File: config.mk
export PLATFORM = sky130hd
export DESIGN_NAME = fdiag_top
export DESIGN_NICKNAME = d
export VERILOG_FILES = /design/src/rtl/fdiag_pkg.sv /design/src/rtl/fdiag_seq.sv /design/src/rtl/fdiag_errmap.sv /design/src/rtl/fdiag_locate.sv /design/src/rtl/fdiag_top.sv
export SDC_FILE = /design/constraint.sdc
export NUM_CORES = 1
export LEC_CHECK = 0
export ABC_AREA = 0
export BUFFER_PORTS_ARGS = -buffer_cell sky130_fd_sc_hd__buf_2
export CORE_ASPECT_RATIO = 0.5
export CORE_UTILIZATION = 55
export CTS_CLUSTER_DIAMETER = 30
export DETAILED_ROUTE_END_ITERATION = 8
export GPL_ROUTABILITY_DRIVEN = 0
export PLACE_DENSITY = 0.9
export RECOVER_POWER = 25
export SLEW_MARGIN = 20
export SYNTH_ARGS = -nofsm -noshare
export SYNTH_HDL_FRONTEND = slang
export SYNTH_SLANG_ARGS = --single-unit
File: constraint.sdc
create_clock -name clk -period 5.3 [get_ports clk]
set_input_delay 0.795 -clock clk [delete_from_list [all_inputs] [get_ports clk]]
set_output_delay 0.795 -clock clk [all_outputs]
set_load 0.05 [all_outputs]
File: src/rtl/fdiag_pkg.sv
package fdiag_pkg;
    typedef enum logic [1:0] {
        ST_IDLE = 2'd0,
        ST_HORZ = 2'd1,
        ST_VERT = 2'd2,
        ST_DONE = 2'd3
    } fdiag_state_e;
endpackage

File: src/rtl/fdiag_seq.sv
module fdiag_seq
    import fdiag_pkg::*;
#(
    parameter int N = 8,
    parameter int K = 4
) (
    input  logic                              clk,
    input  logic                              rst_n,
    input  logic                              start,
    input  logic                              compact_en,
    input  logic                              resp_valid,
    input  logic                              resp_last,
    output fdiag_state_e                      state,
    output logic [$clog2(2*K+4)-1:0]          cfg_idx,
    output logic                              role_swap,
    output logic                              clr,
    output logic [$clog2(N+1)-1:0]            resp_lat
);
    localparam int CFG_W  = $clog2(2*K+4);
    localparam int LAT_W  = $clog2(N+1);
    localparam int LAST   = 2*K+3;
    localparam int FF_A   = 2*K;
    localparam int FF_B   = 2*K+1;
    localparam int FF_C   = 2*K+3;

    typedef struct packed {
        fdiag_state_e     st;
        logic [CFG_W-1:0] cfg;
        logic             swap;
        logic             cmp;
    } seq_t;

    seq_t s_d, s_q;
    logic is_dbl;
    logic run_end;

    always_comb begin
        s_d     = s_q;
        clr     = 1'b0;
        is_dbl  = (s_q.cfg == CFG_W'(FF_A)) || (s_q.cfg == CFG_W'(FF_B)) ||
                  (s_q.cfg == CFG_W'(FF_C));
        run_end = resp_valid && resp_last;
        case (s_q.st)
            ST_IDLE, ST_DONE: begin
                if (start) begin
                    s_d.st   = ST_HORZ;
                    s_d.cfg  = '0;
                    s_d.swap = 1'b0;
                    s_d.cmp  = compact_en;
                    clr      = 1'b1;
                end
            end
            default: begin
                if (run_end) begin
                    if (s_q.cmp && is_dbl && !s_q.swap) begin
                        s_d.swap = 1'b1;
                    end else begin
                        s_d.swap = 1'b0;
                        if (s_q.cfg == CFG_W'(LAST)) begin
                            s_d.cfg = '0;
                            s_d.st  = (s_q.st == ST_HORZ) ? ST_VERT : ST_DONE;
                        end else begin
                            s_d.cfg = s_q.cfg + CFG_W'(1);
                        end
                    end
                end
            end
        endcase
        resp_lat = (!s_q.cmp && is_dbl) ? LAT_W'(N) : LAT_W'(1);
    end

    always_ff @(posedge clk or negedge rst_n) begin
        if (!rst_n) begin
            s_q <= '{st: ST_IDLE, cfg: '0, swap: 1'b0, cmp: 1'b0};
        end else begin
            s_q <= s_d;
        end
    end

    assign state     = s_q.st;
    assign cfg_idx   = s_q.cfg;
    assign role_swap = s_q.swap;

    // the column pass always follows the final row-pass run
    a_r3_vert_follows: assert property (@(posedge clk) disable iff (!rst_n)
        (s_q.st == ST_HORZ && s_q.cfg == CFG_W'(LAST) && resp_valid && resp_last &&
         (s_q.swap || !s_q.cmp)) |=> (s_q.st == ST_VERT && s_q.cfg == '0));

    // the swapped run exists only for the doubled configurations in compaction mode
    a_r5_swap_legal: assert property (@(posedge clk) disable iff (!rst_n)
        s_q.swap |-> (s_q.cmp && is_dbl));

    // a swapped run is always followed by a fresh configuration
    a_r5_swap_then_next: assert property (@(posedge clk) disable iff (!rst_n)
        (s_q.swap && resp_valid && resp_last) |=> !s_q.swap);

    // during a pass nothing moves without the end of a run
    a_r8_hold_in_pass: assert property (@(posedge clk) disable iff (!rst_n)
        ((s_q.st == ST_HORZ || s_q.st == ST_VERT) && !(resp_valid && resp_last))
        |=> ($stable(s_q.cfg) && $stable(s_q.st) && $stable(s_q.swap)));
endmodule

File: src/rtl/fdiag_errmap.sv
module fdiag_errmap #(
    parameter int N = 8
) (
    input  logic         clk,
    input  logic         rst_n,
    input  logic         clr,
    input  logic         row_en,
    input  logic         col_en,
    input  logic [N-1:0] obs_bits,
    input  logic [N-1:0] exp_bits,
    output logic [N-1:0] row_err,
    output logic [N-1:0] col_err
);
    typedef struct packed {
        logic [N-1:0] row;
        logic [N-1:0] col;
    } err_t;

    err_t         e_d, e_q;
    logic [N-1:0] miss;

    always_comb begin
        e_d  = e_q;
        miss = obs_bits ^ exp_bits;
        if (clr) begin
            e_d.row = '0;
            e_d.col = '0;
        end else begin
            if (row_en) e_d.row = e_q.row | miss;
            if (col_en) e_d.col = e_q.col | miss;
        end
    end

    always_ff @(posedge clk or negedge rst_n) begin
        if (!rst_n) begin
            e_q <= '0;
        end else begin
            e_q <= e_d;
        end
    end

    assign row_err = e_q.row;
    assign col_err = e_q.col;

    // without a clear, no flag that is set ever drops
    a_r4_sticky_row: assert property (@(posedge clk) disable iff (!rst_n)
        !clr |=> ((e_q.row & $past(e_q.row)) == $past(e_q.row)));
    a_r4_sticky_col: assert property (@(posedge clk) disable iff (!rst_n)
        !clr |=> ((e_q.col & $past(e_q.col)) == $past(e_q.col)));
    // no flag changes without a valid response or a clear
    a_r4_idle_stable: assert property (@(posedge clk) disable iff (!rst_n)
        (!clr && !row_en && !col_en) |=> $stable(e_q));
endmodule

File: src/rtl/fdiag_locate.sv
module fdiag_locate #(
    parameter int N = 8
) (
    input  logic [N-1:0]         flags,
    output logic [$clog2(N)-1:0] idx,
    output logic                 any,
    output logic                 multi
);
    localparam int IDX_W = $clog2(N);

    always_comb begin
        idx = '0;
        for (int i = N - 1; i >= 0; i--) begin
            if (flags[i]) idx = IDX_W'(i);
        end
        any   = |flags;
        multi = |(flags & (flags - N'(1)));
    end

    // a reported index points at a flagged line with none below it
    always_comb begin
        if (any) begin
            a_r7_idx_flagged: assert (flags[idx] && ((flags & ((N'(1) << idx) - N'(1))) == '0));
        end
    end
endmodule

File: src/rtl/fdiag_top.sv
module fdiag_top
    import fdiag_pkg::*;
#(
    parameter int N = 8,
    parameter int K = 4
) (
    input  logic                         clk,
    input  logic                         rst_n,
    input  logic                         start,
    input  logic                         compact_en,
    input  logic                         resp_valid,
    input  logic                         resp_last,
    input  logic [N-1:0]                 obs_bits,
    input  logic [N-1:0]                 exp_bits,
    output logic                         busy,
    output logic                         pass_vert,
    output logic [$clog2(2*K+4)-1:0]     cfg_idx,
    output logic                         role_swap,
    output logic [$clog2(N+1)-1:0]       resp_lat,
    output logic                         done,
    output logic                         fault_found,
    output logic                         ambiguous,
    output logic [$clog2(N)-1:0]         fault_row,
    output logic [$clog2(N)-1:0]         fault_col
);
    localparam int IDX_W = $clog2(N);

    fdiag_state_e     st;
    logic             clr;
    logic [N-1:0]     row_err, col_err;
    logic [IDX_W-1:0] row_idx, col_idx;
    logic             row_any, col_any, row_multi, col_multi;

    fdiag_seq #(.N(N), .K(K)) u_seq (
        .clk        (clk),
        .rst_n      (rst_n),
        .start      (start),
        .compact_en (compact_en),
        .resp_valid (resp_valid),
        .resp_last  (resp_last),
        .state      (st),
        .cfg_idx    (cfg_idx),
        .role_swap  (role_swap),
        .clr        (clr),
        .resp_lat   (resp_lat)
    );

    fdiag_errmap #(.N(N)) u_err (
        .clk      (clk),
        .rst_n    (rst_n),
        .clr      (clr),
        .row_en   (resp_valid && st == ST_HORZ),
        .col_en   (resp_valid && st == ST_VERT),
        .obs_bits (obs_bits),
        .exp_bits (exp_bits),
        .row_err  (row_err),
        .col_err  (col_err)
    );

    fdiag_locate #(.N(N)) u_row (
        .flags (row_err),
        .idx   (row_idx),
        .any   (row_any),
        .multi (row_multi)
    );

    fdiag_locate #(.N(N)) u_col (
        .flags (col_err),
        .idx   (col_idx),
        .any   (col_any),
        .multi (col_multi)
    );

    always_comb begin
        busy        = (st == ST_HORZ) || (st == ST_VERT);
        pass_vert   = (st == ST_VERT);
        done        = (st == ST_DONE);
        fault_found = done && (row_any || col_any);
        ambiguous   = done && (row_multi || col_multi);
        fault_row   = done ? row_idx : '0;
        fault_col   = done ? col_idx : '0;
    end

    // a diagnosis leaves idle or done only through a start pulse
    a_r1_start_enters: assert property (@(posedge clk) disable iff (!rst_n)
        (!busy && start) |=> (busy && !pass_vert && cfg_idx == '0));

    // the ambiguity flag is only raised alongside a found fault
    a_r7_amb_implies_found: assert property (@(posedge clk) disable iff (!rst_n)
        ambiguous |-> fault_found);
endmodule

; Word-level counts from Yosys, hierarchy flattened
; Index checks and enable logic that the tools add are counted.
; Widths: inputs -> output; s select.
[op_classes]
add_sub_neg = 3
eq_ne = 8
muxes = 32
bitwise = 5
n_reduce_logical = 29
[ops]
columns = operator, n
row1 = $mux 3, 18
row2 = $reduce_or 8->1, 4
row3 = $mux 8, 3
row4 = $and 8x8->8, 2
row5 = $mux 16, 1
row6 = $or 8x8->8, 2
row7 = $sub 8x1->8 const B, 2
row8 = $mux 7, 2
row9 = $eq 4x4->1 const B, 3
row10 = $logic_and 1x1->1, 8
row11 = $mux 4, 2
row12 = $reduce_bool 2->1, 4
row13 = $xor 8x8->8, 1
row14 = $mux 6, 1
row15 = $logic_or 1x1->1, 5
row16 = $add 4x1->4 const B, 1
row17 = $eq 2x2->1 const B, 2
row18 = $mux 1, 4
row19 = $ne 2x2->1 const B, 2
row20 = $reduce_and 2->1, 2
row21 = $reduce_and 4->1, 1
row22 = $reduce_and 3->1, 1
row23 = $eq 2x1->1 const B, 1
row24 = $logic_not 1->1, 2
row25 = 3 further kinds, 3
[word_totals]
reg_bits = 24
inputBits = 22
output_inout_bits = 20
elab_cells = 83

; Longest topological paths before layout
; Gate-level depths: netlist of the first run.
[depth]
ltp_word = 9
ltp_mapped = 7
depth_no_buf = 6

; Modules after synthesis
; Synthesis of the first run repeated with hierarchy kept, for this count alone.
[unflattened]
cells_unflattened = 179
hier_area_um2 = 1695.4
[modules_own_cells]
columns = module, instances, cells_each, area_per_inst_um2, seq_area_each_um2
row1 = fdiag_errmap, 1, 62, 696.9, 400.4
row2 = fdiag_seq, 1, 56, 576.8, 200.2
row3 = fdiag_locate, 2, 22, 147.6, 0.0
row4 = fdiag_top, 1, 17, 126.4, 0.0

; Worst setup path before layout of the first run
; OpenSTA, ideal clock, no wires.
[synth_timing]
path_kind = flip-flop to output port
from = register u_seq.s_q, in the netlist u_seq.state[0]
to = output fault_col[0]
t_arrival_ps = 1824
t_required_ps = 4505
slack_ps = 2681
path_stages_with_launch = 4
n_path_buf = 0
cell_sequence = dfrtp_1 > ha_1 > nand2b_1 > a21oi_1
[synth_between]
elab_chain_cells = 2
[synth_lines]
columns = element, line_no
row1 = from (decl), fdiag_seq.sv:33  ; seq_t s_d, s_q;
row2 = from (signal assigned), fdiag_seq.sv:74  ; s_q <= '{st: ST_IDLE, cfg: '0, swap: 1'b0, cmp: 1'b0};
row3 = $eq 2x2->1, fdiag_top.sv:77  ; done = (st == ST_DONE);
row4 = named net done, fdiag_top.sv:20  ; output logic done,
row5 = $mux 3, fdiag_top.sv:81  ; fault_col = done ? col_idx : '0;
row6 = to (decl), fdiag_top.sv:24  ; output logic [$clog2(N)-1:0] fault_col
; The timed path passes the listed nets, and every way through them passes these cells.

; Final worst setup path of the first run
[layout_timing]
from = register u_err.e_q, in the netlist u_err.col_err[3]
to = output ambiguous
[layout_between]
elab_chain_cells = 5
[layout_lines]
columns = element, line_no
row1 = from (decl), fdiag_errmap.sv:19  ; err_t e_d, e_q;
row2 = from (signal assigned), fdiag_errmap.sv:36  ; e_q <= '0;
row3 = from (signal assigned), fdiag_errmap.sv:38  ; e_q <= e_d;
row4 = $sub 8x1->8, fdiag_locate.sv:17  ; multi = |(flags & (flags - N'(1)));
row5 = $and 8x8->8 (*), fdiag_locate.sv:17
row6 = $reduce_or 8->1 (*), fdiag_locate.sv:17
row7 = $logic_or 1x1->1 (*), fdiag_top.sv:79  ; ambiguous = done && (row_multi || col_multi);
row8 = $logic_and 1x1->1 (*), fdiag_top.sv:79
row9 = to (decl), fdiag_top.sv:22  ; output logic ambiguous,
; Mark *: on every way between the ends. The rest lies on a longest branch, timed or not.

==> results.sh, run 1 <==
export IMPL_status="finished, final reports clean"
export IMPL_track_usage_pct=27.2
export IMPL_insertedDiodeCount=0
export IMPL_ios=42
export IMPL_drc=0
export IMPL_finalSetupViolCount=0
export IMPL_yosysTopAreaCell="dfrtp_1"
export IMPL_cts_setup_buffers=0
export IMPL_final_cells=234
export IMPL_slowest_delay_ns=0.52
export IMPL_rsz0062_at_grt="false"
export IMPL_fp_coreArea_sq_mm=0.00237
export IMPL_drive_above_1_share_pct=24.6
export IMPL_worstHoldPathType="register to register"
export IMPL_critical_path_max_fanout=6
export IMPL_cts_buffers=3
export IMPL_power_density_mw_per_mm2=695
export IMPL_worst_slew_margin_rel_pct=15.3
export IMPL_setup_ws_ns=2.52
export IMPL_grt_antenna_before_repair=0
export IMPL_place_inst=231
export IMPL_layout_commonest_cell="buf_2"
export IMPL_max_freq_mhz=359
export IMPL_grt_max_degree=25
export IMPL_clock_path_buffers=2
export IMPL_crit_path_start_kind="register"
export IMPL_cts_root_buf="clkbuf_8"
export IMPL_final_util_pct=71.5
export IMPL_dp_hpwl_mm=2.56
export IMPL_peakVddDrop_mv=0.389
export IMPL_synth_top_cell_area_share_pct=40.6
export IMPL_synth_edff_count=0
export IMPL_insertion_delay_ns=0.27
export IMPL_drv_slew=0
export IMPL_cts_tree="built"
export IMPL_met3_usage_pct=6.77
export IMPL_drt_initial_drc_count=118
export IMPL_die_area_sq_mm=0.00292
export IMPL_vias=1336
export IMPL_drtPass1Iterations=4
export IMPL_maxCapViolCount=0
export IMPL_crit_arrival_ns=1.99
export IMPL_seq_area_frac_synth_pct=40.6
export IMPL_fin_setup_tns_ns=0
export IMPL_holdBufCountCts=0
export IMPL_grt_ovfl_total=0
export IMPL_io_buffers=39
export IMPL_grt_pass1_wl_mm=5.66
export IMPL_reg2regPathDepth=5
export IMPL_clk_pin_slew_ns=0.08
export IMPL_synthTopCellsByArea="dfrtp_1 (41%), a21oi_1 (7.8%), nor2_1 (6.6%), ha_1 (5.1%), xor2_1 (4.7%)"
export IMPL_worst_slew_pin_slew_ns=1.27
export IMPL_met1_usage_pct=34.4
export IMPL_initial_core_util_pct=62.4
export IMPL_path_cells="nor4_1 -> a22oi_1 -> o41a_1 -> buf_2"
export IMPL_fp_row_count=12
export IMPL_clock_sinks=24
export IMPL_ys_warn_count=0
export IMPL_slowest_stage="nor4_1"
export IMPL_via_per_inst=5.71
export IMPL_crit_path_end_kind="output port"
export IMPL_p_leak_nw=0.889
export IMPL_hold_viol=0
export IMPL_num_fill_cells=195
export IMPL_hold_path_depth=1
export IMPL_die_w_um=75.4
export IMPL_critPathKind="register to output port"
export IMPL_layout_common_cells="buf_2 (38), nor2_1 (26), dfrtp_1 (24), a21oi_1 (23), inv_1 (11)"
export IMPL_antenna_left=0
export IMPL_grt_pass1_vias=1216
export IMPL_routedWlPerCell_um=14.8
export IMPL_grt_busiest_layer="met2"
export IMPL_pre_cts_ws_ns=2.83
export IMPL_post_route_min_period_ns=2.78
export IMPL_postSynth_asyncResetShare_pct=100
export IMPL_critical_path_required_ns=4.51
export IMPL_fin_total_pwr_mw=1.18
export IMPL_h_tree_depth=1
export IMPL_syn_area_sq_mm=0.00148
export IMPL_die_h_um=38.7
export IMPL_nets=229
export IMPL_wl_mm=3.46
export IMPL_syn_instance_count=167
export IMPL_area_growth_synth_to_final_pct=14.6
export IMPL_use_met2_pct=47.1
export IMPL_synth_flop_cell="dfrtp_1"
export IMPL_synth_seq_cells=24
export IMPL_yosysUniqueCellTypes=47
export IMPL_post_cts_resized=0
export IMPL_skew_ns=0.00834
export IMPL_syn_avg_cell_area_sq_um=8.86
export IMPL_fin_crit_sh_pct=52.5
[cells by family after synthesis]
group	Yosys count	synth area share [%]
simple gates	53	17.3
xor+xnor	8	4.73
flops	24	40.6
buf+inv	22	7.27
mux	3	2.20
compound gates	49	21.9
other cells	1	0.253
fa+ha+maj	7	5.75
[state kept, by name (all words and copies together), names as in the netlist]
signal           cells
u_seq.cfg_idx        4
u_seq.s_q            1
u_seq.state          2
u_err.col_err        8
u_err.row_err        8
u_seq.role_swap      1
[Yosys cell counts (2+ instances only)]
cell type / instances
nor3_1: 4
a21o_1: 2
o41a_1: 2
mux2_2: 2
dfrtp_1: 24
buf_2: 2
clkbuf_1: 2
nor2_2: 2
ha_1: 6
nor2b_1: 2
nand2_1: 5
and3_1: 2
and2_1: 3
buf_4: 6
inv_1: 11
o21ai_0: 4
o21bai_1: 2
xor2_1: 8
nor2_1: 26
a21oi_1: 23
nand2b_1: 3
[worst max-delay path, delay by kind of cell, from the launching register on]
| family | cells | cell delay, ns |
|---|---|---|
| AOI/OAI and AO/OA | 2 | 0.55 |
| and+or+nand+nor | 1 | 0.52 |
| DFF | 1 | 0.44 |
| buffers and inverters | 1 | 0.22 |
[through the flow]
step / hold slack, ns / instance area (sq um)
2_1_floorplan: 0.496 / 1480
3_5_place_dp: 0.528 / 1660
4_1_cts: 0.516 / 1700
3_3_place_gp: 0.488 / 1660
5_1_grt: 0.566 / 1700
6_report: 0.539 / 1700
[worst paths after layout]
kind / from / slack (ns) / endpoint
max in group asynchronous: rst_n / 3.77 / u_err.row_err[1]
worst max-delay path: u_err.col_err[3] / 2.52 / ambiguous
worst min-delay path: u_seq.role_swap / 0.54 / u_seq.role_swap
worst min register to register: u_seq.role_swap / 0.54 / u_seq.role_swap
min in group asynchronous: rst_n / 0.78 / u_err.row_err[7]
worst max register to register: u_seq.state[0] / 3.19 / u_seq.cfg_idx[0]
[final cells by class]
type                       instances  area (sq um)  share of cell area [%]
clock buffer                       3          41.3                    2.43
inverter                          11          41.3                    2.43
multi-input combinational        122           776                    45.7
sequential                        24           601                    35.4
tap                               35          43.8                    2.58
timing repair buffer              39           194                    11.4
[per-layer routing]
metal,routed length (um),vias up
met5,0,-
met4,30,0
met3,243,4
met2,1710,62
met1,1480,636
li1,-,634
[power breakdown]
group | switching, mW | internal (mW)
registers | 0.104 | 0.261
logic | 0.472 | 0.235
clock network | 0.0553 | 0.0508
Power figures use the tool's default switching activity.
==> inputs of run 2 (changes only) <==
--- a/config.mk
+++ b/config.mk
@@ -8,11 +8,11 @@
 export ABC_AREA = 0
 export BUFFER_PORTS_ARGS = -buffer_cell sky130_fd_sc_hd__buf_2
 export CORE_ASPECT_RATIO = 0.5
-export CORE_UTILIZATION = 55
+export CORE_UTILIZATION = 51
 export CTS_CLUSTER_DIAMETER = 30
 export DETAILED_ROUTE_END_ITERATION = 8
 export GPL_ROUTABILITY_DRIVEN = 0
-export PLACE_DENSITY = 0.9
+export PLACE_DENSITY = 0.84
 export RECOVER_POWER = 25
 export SLEW_MARGIN = 20
 export SYNTH_ARGS = -nofsm -noshare
==> constraint.sdc (replaced) <==
create_clock -name clk -period 2.8 [get_ports clk]
set_input_delay 0.42 -clock clk [delete_from_list [all_inputs] [get_ports clk]]
set_output_delay 0.42 -clock clk [all_outputs]
set_load 0.05 [all_outputs]
==> results.sh, run 2 (synthesis results as in run 1) <==
export IMPL_maxCapViolCount=0
export IMPL_reg2regPathDepth=6
export IMPL_skew_ns=0.00487
export IMPL_crit_arrival_ns=1.99
export IMPL_critical_path_max_fanout=5
export IMPL_p_leak_nw=0.902
export IMPL_max_freq_mhz=415
export IMPL_rsz0062_at_grt="false"
export IMPL_crit_path_start_kind="register"
export IMPL_grt_ovfl_total=0
export IMPL_crit_path_end_kind="output port"
export IMPL_endpoint="ambiguous"
export IMPL_r2r_slack_ns=0.84
export IMPL_die_h_um=40.1
export IMPL_drive_above_1_share_pct=25.4
export IMPL_clock_path_buffers=2
export IMPL_holdWs_ns=0.381
export IMPL_regArea_sq_um=601
export IMPL_clock_sinks=24
export IMPL_routedWlPerCell_um=14.2
export IMPL_nets=230
export IMPL_track_usage_pct=23.0
export IMPL_slowest_delay_ns=0.44
export IMPL_fin_setup_tns_ns=0
export IMPL_ios=42
export IMPL_worstHoldPathType="input pin to register"
export IMPL_grt_antenna_before_repair=0
export IMPL_layout_common_cells="buf_2 (38), nor2_1 (26), dfrtp_1 (24), a21oi_1 (23), inv_1 (11)"
export IMPL_critPathKind="register to output port"
export IMPL_clk_pin_slew_ns=0.09
export IMPL_drc=0
export IMPL_r2r_start="u_seq.state[0]"
export IMPL_path_cells="or3_4 -> a211oi_1 -> o22ai_1 -> o41a_1 -> buf_2"
export IMPL_die_w_um=78.2
export IMPL_hold_viol=0
export IMPL_cts_setup_buffers=0
export IMPL_insertion_delay_ns=0.27
export IMPL_critical_path_required_ns=2.38
export IMPL_post_cts_resized=0
export IMPL_h_tree_depth=1
export IMPL_antenna_left=0
export IMPL_dp_hpwl_mm=2.45
export IMPL_holdBufCountCts=0
export IMPL_r2r_end="u_seq.cfg_idx[0]"
export IMPL_area_growth_synth_to_final_pct=16.2
export IMPL_grt_max_degree=25
export IMPL_layout_commonest_cell="buf_2"
export IMPL_io_buffers=39
export IMPL_initial_core_util_pct=55.5
export IMPL_grt_pass1_vias=1133
export IMPL_peakVddDrop_mv=1.08
export IMPL_status="finished, final reports clean"
export IMPL_slowest_stage="dfrtp_1"
export IMPL_cts_root_buf="clkbuf_8"
export IMPL_fp_row_count=13
export IMPL_worst_slew_pin_slew_ns=1.32
export IMPL_wl_mm=3.37
export IMPL_die_area_sq_mm=0.00313
export IMPL_num_fill_cells=216
export IMPL_fin_crit_sh_pct=86.1
export IMPL_worst_slew_margin_rel_pct=11.8
export IMPL_drtPass1Iterations=4
export IMPL_fp_coreArea_sq_mm=0.00267
export IMPL_drt_initial_drc_count=62
export IMPL_cts_buffers=3
export IMPL_crit_path_start="u_err.row_err[2]"
export IMPL_finalSetupViolCount=0
export IMPL_vias=1306
export IMPL_via_per_inst=5.49
export IMPL_power_density_mw_per_mm2=1320
export IMPL_insertedDiodeCount=0
export IMPL_grt_pass1_wl_mm=5.28
export IMPL_multiInputGateArea_sq_um=776
export IMPL_cts_tree="built"
export IMPL_drv_slew=0
export IMPL_post_route_min_period_ns=2.41
-- run 2: changes by cell type in the layout (fill, tap and decap cells not counted) --
cell,before,now
buf_4,0,1
clkbuf_8,3,4
-- run 2: worst max-delay path, delay by kind of cell, from the launching register on --
family	cells	cell delay, ns
AO/OA/AOI/OAI	3	0.64
flip-flops	1	0.44
AND/OR/NAND/NOR	1	0.43
buffers and inverters	1	0.22
-- run 2: worst min-delay path by stage --
stage | startpoint | to | slack (ns) | depth (start not counted)
floorplan | rst_n | u_err.col_err[0] | 0.12 | 0
global placement | rst_n | u_err.col_err[1] | 0.43 | 1
detailed placement | rst_n | u_err.col_err[1] | 0.44 | 1
CTS | rst_n | u_err.col_err[1] | 0.14 | 1
global route | compact_en | u_seq.s_q[0] | 0.38 | 2
finish | compact_en | u_seq.s_q[0] | 0.38 | 2
-- run 2: layout make-up --
cell class	count	share of cell area, %
Tap cell	37	2.69
Sequential cell	24	34.9
Clock buffer	4	3.20
Inverter	11	2.40
Timing Repair Buffer	40	11.7
Multi-Input combinational cell	122	45.1
-- run 2: through the flow --
step                setup WS [ns]  instances  area [sq um]  util, %  total power, mW
global route                0.318        238          1720     64.5             2.45
finish                      0.390        238          1720     64.5             2.28
global placement            0.733        234          1670     62.5             1.98
detailed placement          0.710        234          1670     62.5             2.03
CTS                         0.386        238          1720     64.5             2.28
floorplan                   0.556        168          1480        -             1.75
-- run 2: layer usage --
metal / wire [um] / share of wire, % / vias to the layer above / track usage, %
met1: 1560 / 46 / 634 / 28.5
met5: 0 / 0 / - / 0
li1: - / - / 640 / -
met3: 154 / 4.6 / 2 / 5.91
met2: 1650 / 49 / 30 / 42.1
met4: 12 / 0.36 / 0 / 5.09
-- run 2: where the power goes --
part	switching, mW	internal [mW]	total, mW
clock network	0.114	0.126	0.240
registers	0.206	0.494	0.700
logic	0.883	0.454	1.34
==> inputs of run 3 (changes only) <==
==> constraint.sdc (replaced) <==
create_clock -name clk -period 2.8 [get_ports clk]
set_input_delay 0.14 -clock clk [delete_from_list [all_inputs] [get_ports clk]]
set_output_delay 0.14 -clock clk [all_outputs]
set_load 0.05 [all_outputs]
==> results.sh, run 3 (synthesis results as in run 1) <==
export IMPL_status="finished, final reports clean"
export IMPL_die_h_um=40.1
export IMPL_drt_initial_drc_count=105
export IMPL_antenna_left=0
export IMPL_die_area_sq_mm=0.00313
export IMPL_nets=231
export IMPL_drv_slew=0
export IMPL_critical_path_required_ns=2.66
export IMPL_grt_antenna_before_repair=0
export IMPL_finalSetupViolCount=0
export IMPL_fp_coreArea_sq_mm=0.00267
export IMPL_holdBufCountCts=1
export IMPL_pre_cts_ws_ns=0.921
export IMPL_skew_ns=0.00169
export IMPL_max_freq_mhz=470
export IMPL_power_frac_seq_pct=29.7
export IMPL_grt_max_degree=25
export IMPL_endpoint="ambiguous"
export IMPL_insertedDiodeCount=0
export IMPL_fin_total_pwr_mw=2.33
export IMPL_crit_path_end_kind="output port"
export IMPL_r2r_start="u_seq.state[0]"
export IMPL_critical_path_max_fanout=5
export IMPL_crit_arrival_ns=1.99
export IMPL_power_density_mw_per_mm2=1330
export IMPL_worstHoldPathType="input pin to register"
export IMPL_critPathKind="register to output port"
export IMPL_via_per_inst=5.46
export IMPL_cts_setup_buffers=0
export IMPL_routedWlPerCell_um=13.7
export IMPL_insertion_delay_ns=0.26
export IMPL_peakVddDrop_mv=0.918
export IMPL_cts_tree="built"
export IMPL_layout_commonest_cell="buf_2"
export IMPL_clock_path_buffers=2
export IMPL_worst_slew_margin_rel_pct=16.0
export IMPL_internal_power_mw=1.14
export IMPL_clock_sinks=24
export IMPL_setup_ws_ns=0.674
export IMPL_drc=0
export IMPL_p_leak_nw=0.913
export IMPL_fin_setup_tns_ns=0
export IMPL_power_frac_clock_pct=13.0
export IMPL_wl_mm=3.27
export IMPL_h_tree_depth=1
export IMPL_initial_core_util_pct=55.5
export IMPL_area_growth_synth_to_final_pct=18.0
export IMPL_r2r_end="u_seq.cfg_idx[0]"
export IMPL_worst_slew_pin_slew_ns=1.26
export IMPL_cts_root_buf="clkbuf_8"
export IMPL_track_usage_pct=21.7
export IMPL_ios=42
export IMPL_pwr_share_comb_pct=57.3
export IMPL_crit_path_start_kind="register"
export IMPL_clk_pin_slew_ns=0.08
export IMPL_dp_hpwl_mm=2.50
export IMPL_final_util_pct=65.5
export IMPL_post_route_min_period_ns=2.13
export IMPL_post_cts_resized=0
export IMPL_io_buffers=39
export IMPL_grt_pass1_wl_mm=5.00
export IMPL_grt_ovfl_total=0
export IMPL_fin_crit_sh_pct=75.9
export IMPL_layout_common_cells="buf_2 (38), nor2_1 (26), dfrtp_1 (24), a21oi_1 (23), inv_1 (11)"
export IMPL_grt_pass1_vias=1130
export IMPL_r2r_slack_ns=0.88
export IMPL_p_switching_mw=1.19
export IMPL_hold_viol=0
export IMPL_p_sw_share_pct=51.0
export IMPL_rsz0062_at_grt="false"
export IMPL_maxCapViolCount=0
export IMPL_cts_buffers=3
export IMPL_fp_row_count=13
export IMPL_drive_above_1_share_pct=25.2
export IMPL_vias=1305
export IMPL_crit_path_start="u_err.row_err[2]"
export IMPL_reg2regPathDepth=6
export IMPL_drtPass1Iterations=4
export IMPL_die_w_um=78.2
run 3: changes by cell type in the layout (fill, tap and decap cells not counted), sizes merged:
cell	change
clkbuf	-1
dlygate4sd3	+1
bufinv	+1
run 3: per-layer routing:
layer / vias to the layer above / global-route usage [%] / share of wire [%]
met5: - / 0 / 0
met1: 612 / 26.6 / 44
met2: 47 / 40.1 / 49
li1: 642 / - / -
met3: 4 / 4.77 / 6.0
met4: 0 / 6.94 / 0.83
run 3: worst max-delay path: stages (launching register included):
cell	delay (ns)
dfrtp_1	0.42
or3_4	0.42
a211oi_1	0.21
o22ai_1	0.11
o41a_1	0.34
buf_2	0.22
run 3: worst min path at each step:
stage | endpoint | startpoint | cells past startpoint | slack (ns)
after CTS | u_seq.s_q[0] | compact_en | 2 | 0.1
final | u_seq.s_q[0] | compact_en | 2 | 0.10
after global routing | u_seq.s_q[0] | compact_en | 2 | 0.11
after detailed placement | u_err.col_err[2] | rst_n | 1 | 0.15
after floorplan | u_err.col_err[0] | rst_n | 0 | -0.16
after global placement | u_err.col_err[2] | rst_n | 1 | 0.14
run 3: power groups by stage:
stage               combinational, mW  sequential (mW)  clock [mW]
global route                     1.45            0.716       0.321
floorplan                        1.10            0.657           0
finish                           1.33            0.692       0.302
global placement                 1.29            0.685           0
detailed placement               1.33            0.695           0
CTS                              1.34            0.688       0.305
run 3: cell type report:
type                            count  area, sq um
Fill cell                         233          921
Multi-Input combinational cell    122          776
Sequential cell                    24          601
Timing Repair Buffer               41          211
Tap cell                           37         46.3
Clock buffer                        3         41.3
Inverter                           11         41.3
Clock inverter                      1         30.0
run 3: per-stage QoR:
step           cell area (sq um)  hold WS (ns)  cells
6_report                    1750         0.103    239
3_5_place_dp                1670         0.147    234
5_1_grt                     1750         0.113    239
3_3_place_gp                1670         0.143    234
4_1_cts                     1750        0.0997    239
2_1_floorplan               1480        -0.156    168
